`config.mk`:
```
export PLATFORM = sky130hd
export DESIGN_NAME = tourney_predictor
export DESIGN_NICKNAME = d
export VERILOG_FILES = /design/src/rtl/tourney_predictor.sv
export SDC_FILE = /design/constraint.sdc
export NUM_CORES = 2
export LEC_CHECK = 0
export CORE_UTILIZATION = 69
export CTS_CLUSTER_SIZE = 24
export DETAILED_ROUTE_END_ITERATION = 8
export DONT_BUFFER_PORTS = 1
export PLACE_DENSITY = 0.85
export SETUP_SLACK_MARGIN = 0.15
export SLEW_MARGIN = 20
export SYNTH_ARGS = -nofsm -noshare
export SYNTH_HDL_FRONTEND = slang
export SYNTH_SLANG_ARGS = --single-unit
export TNS_END_PERCENT = 20
```
`constraint.sdc`:
```
create_clock -name clk -period 10.8 [get_ports clk]
set_input_delay 1.08 -clock clk [delete_from_list [all_inputs] [get_ports clk]]
set_output_delay 1.08 -clock clk [all_outputs]
set_load 0.02 [all_outputs]
```
`src/rtl/tourney_predictor.sv`:
```
module tourney_predictor #(
  parameter int PC_W      = 32,
  parameter int BIM_BITS  = 6,
  parameter int HIST_BITS = 6,
  parameter int CHO_BITS  = 6,
  parameter int TGT_BITS  = 4
) (
  input  logic            clk,
  input  logic            rst_n,
  input  logic [PC_W-1:0] fetch_pc,
  output logic            bim_taken,
  output logic            gbl_taken,
  output logic            pick_global,
  output logic            pred_taken,
  output logic            btb_hit,
  output logic [PC_W-1:0] next_pc,
  input  logic            res_valid,
  input  logic [PC_W-1:0] res_pc,
  input  logic            res_taken,
  input  logic [PC_W-1:0] res_target
);
  localparam int BIM_N = 1 << BIM_BITS;
  localparam int GBL_N = 1 << HIST_BITS;
  localparam int CHO_N = 1 << CHO_BITS;
  localparam int TGT_N = 1 << TGT_BITS;
  localparam int TAG_W = PC_W - 2 - TGT_BITS;

  logic [1:0]       bim [BIM_N];
  logic [1:0]       gbl [GBL_N];
  logic [1:0]       cho [CHO_N];
  logic             tv  [TGT_N];
  logic [TAG_W-1:0] tt  [TGT_N];
  logic [PC_W-1:0]  td  [TGT_N];
  logic [HIST_BITS-1:0] ghr;

  function automatic logic [1:0] sat(input logic [1:0] c, input logic up);
    if (up) return (c == 2'b11) ? c : c + 2'b01;
    else    return (c == 2'b00) ? c : c - 2'b01;
  endfunction

  wire [BIM_BITS-1:0] f_bi  = fetch_pc[BIM_BITS+1:2];
  wire [CHO_BITS-1:0] f_ci  = fetch_pc[CHO_BITS+1:2];
  wire [TGT_BITS-1:0] f_ti  = fetch_pc[TGT_BITS+1:2];
  wire [TAG_W-1:0]    f_tag = fetch_pc[PC_W-1:TGT_BITS+2];

  assign bim_taken   = bim[f_bi][1];
  assign gbl_taken   = gbl[ghr][1];
  assign pick_global = cho[f_ci][1];
  assign pred_taken  = pick_global ? gbl_taken : bim_taken;
  assign btb_hit     = tv[f_ti] && (tt[f_ti] == f_tag);
  assign next_pc     = (btb_hit && pred_taken) ? td[f_ti] : fetch_pc + PC_W'(4);

  wire [BIM_BITS-1:0] r_bi  = res_pc[BIM_BITS+1:2];
  wire [CHO_BITS-1:0] r_ci  = res_pc[CHO_BITS+1:2];
  wire [TGT_BITS-1:0] r_ti  = res_pc[TGT_BITS+1:2];
  wire [1:0]          r_bc  = bim[r_bi];
  wire [1:0]          r_gc  = gbl[ghr];
  wire [1:0]          r_cc  = cho[r_ci];
  wire                split = r_bc[1] ^ r_gc[1];

  always_ff @(posedge clk) begin
    if (!rst_n) begin
      for (int i = 0; i < BIM_N; i++) bim[i] <= 2'b01;
      for (int i = 0; i < GBL_N; i++) gbl[i] <= 2'b01;
      for (int i = 0; i < CHO_N; i++) cho[i] <= 2'b01;
      for (int i = 0; i < TGT_N; i++) begin
        tv[i] <= 1'b0;
        tt[i] <= '0;
        td[i] <= '0;
      end
      ghr <= '0;
    end else if (res_valid) begin
      bim[r_bi] <= sat(r_bc, res_taken);
      gbl[ghr]  <= sat(r_gc, res_taken);
      if (split) cho[r_ci] <= sat(r_cc, r_gc[1] == res_taken);
      ghr <= {ghr[HIST_BITS-2:0], res_taken};
      if (res_taken) begin
        tv[r_ti] <= 1'b1;
        tt[r_ti] <= res_pc[PC_W-1:TGT_BITS+2];
        td[r_ti] <= res_target;
      end
    end
  end
endmodule


```
==> results.txt <==
Clk network pwr share -> 39.0%
H-tree Lvls -> 4
WP buf/inv -> 2
worst-path cell chain -> buf_4, mux4_2, mux4_2, mux4_2, mux2_2, nand4_4, buf_4, mux2i_1
TNS Setup -> 0 ns
Total Routing Usage GR -> 36.9%
unrepaired setup endpoints after global routing -> false
vias in the first global route -> 39200
Final Critical Period -> 6.93 ns
FP Rows -> 111
Final ANT Viol Nets -> 0
Mapped Area -> 64100 um^2
filler cell count -> 5120
Mapped Cells -> 4494
Clock Latency Late Sink -> 0.76 ns
Post-synth EDFFs -> 1312
CP peak stage delay -> 0.76 ns
slowest cell on the critical path -> mux2i_1
Iter 0 DRT Violations -> 6416
largest family of logic cells by synthesized area -> multiplexers
grt met1 use -> 49.7%
Synth Warn # -> 0
Synth top area share -> 61.4%
Leak Pwr -> 22.8 nW
final hold vios -> 0
CTS Buf Count -> 136
Hold Crit Class -> reg2reg
CTS tree -> built
Synth Area in Simple Gates -> 15.6%
M2 GR Usage -> 55.6%
I/O Buffers -> 0
via count -> 39482
worst hold slack -> 0.447 ns
Place WS -> 4.68 ns
count of cell types in the netlist -> 67
period utilisation layout -> 64.2%
count of final max-slew check failures -> 0
switching power -> 2.54 mW
delay-heaviest family, CP -> multiplexers
Layout Cells excl Fill -> 5609
Internal Pwr Total -> 8.69 mW
DR vias/cell -> 7.04
hold path depth -> 1
Power Density -> 163 nW/um^2
antenna violations before repair -> 8
placed cells -> 5367
Worst VDD drop -> 163 uV
Reg2Reg Depth -> 8
Setup-failing EPs final -> 0
Residual DRC -> 0
ranking of synthesized cells by area -> edfxtp_1, mux4_2, and2_1
worst-case clock buffer depth -> 3
Synth Area in Adders -> 0.0819%
clock transition at the registers of the reported paths -> 0.06 ns
met3 usage -> 11.3%
CTS root buf -> clkbuf_16
Die Area -> 94200 um^2
Avg Inst Size Synth -> 14.3 um^2
Worst setup EP type -> output pin
status -> completed
commonest cells in the netlist -> edfxtp_1, and2_1, nand2_1
PostCTS Resize Cnt -> 0
R2R Path End -> cho[21][1]$_SDFFCE_PN0P_
first-pass GRT wire length -> 250000 um
Starting Density -> 69.9%
hpwl dp -> 91100 um
reg-to-reg slack, setup -> 5.36 ns
# IOs -> 137
Crit path arrival time -> 5.85 ns
multiplexer share of the synthesized area -> 16.5%
GR peak layer -> met2
core area -> 91800 um^2
Logic pwr share -> 7.5%
ratio of cells with drive above 1 in the final layout -> 16.5%
Crit Path Max Fanout -> 32
maximum clock frequency -> 0.144 GHz
CP most frequent cell -> mux4_2
Post-CTS Hold Buffers -> 0
WHS Endpoint -> tv[10]$_DFF_P_
largest net degree at the start of global routing -> 290
number of max-cap violations -> 0
CTS sink cnt -> 1340
die height -> 307 um
1st-pass router iterations -> 6
Synth Area in XOR/XNOR -> 0.696%
ys async rst share -> 0%
post-synthesis sequential area ratio -> 62.3%
nets@finish -> 4363
Layout area overhead -> 7.11%
drt total wl -> 171000 um
top-count cell post-synth -> edfxtp_1
max_slew headroom -> 8.95%
Slew @ Worst Pin -> 1.37 ns
post-route setup slack -> 3.87 ns
Final Skew -> 0.0312 ns
register bit count reported by yosys -> 1340
Congestion Overflow GR -> 0
WP data required -> 9.72 ns
setup bufs post-CTS -> 0
post-synth net total -> 4595
Synth Flop Type -> edfxtp_1
Final Total Pwr -> 11.2 mW
sw frac -> 22.6%
Reg power frac -> 53.5%
Yosys top cell by area -> edfxtp_1
die width -> 307 um
Synth Area in Compound Gates -> 1.81%
WL per Instance -> 30.5 um
critical path class -> reg2out
startpoint types -> flip-flop
Placer Congestion -> 0.937
min-delay src -> tv[10]$_DFF_P_
[flip-flops by register name, summed over array words and instances, names as in the netlist, named ones only]
| register | cells |
|---|---|
| td | 512 |
| ghr | 6 |
| cho | 128 |
| bim | 128 |
| gbl | 128 |
| tv | 16 |
| tt | 416 |
[per-stage QoR]
stage	utilization, %	area (um^2)
floorplan	-	64100
global placement	70.4	64600
detailed placement	70.4	64700
CTS	74.8	68700
global route	74.8	68700
finish	74.8	68700
[how the worst max path moves through the flow]
stage	slack [ns]	from	depth (start not counted)	to
after floorplan	3.62	res_pc[2]	6	td[3][0]$_SDFFCE_PN0P_
after global placement	4.74	fetch_pc[4]	7	next_pc[14]
after detailed placement	4.68	fetch_pc[4]	7	next_pc[14]
after CTS	3.87	flip-flop	8	next_pc[14]
after global routing	3.74	flip-flop	8	next_pc[14]
final	3.87	flip-flop	8	next_pc[14]
[power by group through the flow]
stage	clock network (mW)	logic [mW]	registers (mW)
after floorplan	0	0.685	6.09
after global placement	0	0.799	6.08
after detailed placement	0	0.814	6.10
after CTS	4.37	0.821	6.00
after global routing	4.56	0.868	6.02
final	4.38	0.845	6.00
[layout make-up]
class | instances | area, um^2 | share of cell area [%]
multi-input cells | 2700 | 22600 | 32.9
flip-flops and latches | 1340 | 40000 | 58.2
clock buffers | 178 | 3640 | 5.30
diodes | 3 | 7.51 | 0.0109
well taps | 1243 | 1560 | 2.26
repair buffers | 53 | 398 | 0.579
clock inverters | 61 | 383 | 0.557
inverters | 31 | 121 | 0.177
[kinds of logic (layout without fill, tap and decap cells)]
family | Yosys count | after routing
simple gates | 1932 | 1932
flops | 1340 | 1340
mux | 536 | 536
buf+inv | 454 | 323
compound gates | 176 | 176
xor+xnor | 51 | 51
fa+ha+maj | 5 | 5
other cells | 0 | 3
[cells in the final DEF, fill, tap and decap left out, drive strengths merged, types with 3 or more instances in the layout]
| cell | netlist | layout |
|---|---|---|
| edfxtp | 1312 | 1312 |
| and2 | 915 | 915 |
| nand2 | 448 | 448 |
| mux4 | 407 | 407 |
| nor2 | 315 | 315 |
| clkbuf | 323 | 178 |
| mux2i | 94 | 94 |
| nand3 | 92 | 92 |
| nor3 | 91 | 91 |
| o21ai | 84 | 84 |
| clkinv | 7 | 58 |
| buf | 100 | 53 |
| xnor2 | 42 | 42 |
| mux2 | 35 | 35 |
| inv | 24 | 31 |
| dfxtp | 28 | 28 |
| nor2b | 16 | 16 |
| a22oi | 16 | 16 |
| a21o | 16 | 16 |
| nand4 | 16 | 16 |
| a22o | 14 | 14 |
| nand2b | 11 | 11 |
| nor4 | 11 | 11 |
| xor2 | 9 | 9 |
| o22ai | 6 | 6 |
| a221oi | 5 | 5 |
| or3 | 5 | 5 |
| a2111oi | 5 | 5 |
| a21oi | 4 | 4 |
| o211ai | 4 | 4 |
| maj3 | 4 | 4 |
| diode | 0 | 3 |
| nand3b | 3 | 3 |
[routing by layer]
layer	wire (um)	share of wire, %	up-vias
met5	93	0.054	-
met4	8420	4.9	6
met3	26400	15	596
met2	78800	46	3367
met1	57200	33	19494
li1	-	-	16019
(Power assumes the default switching activity.)
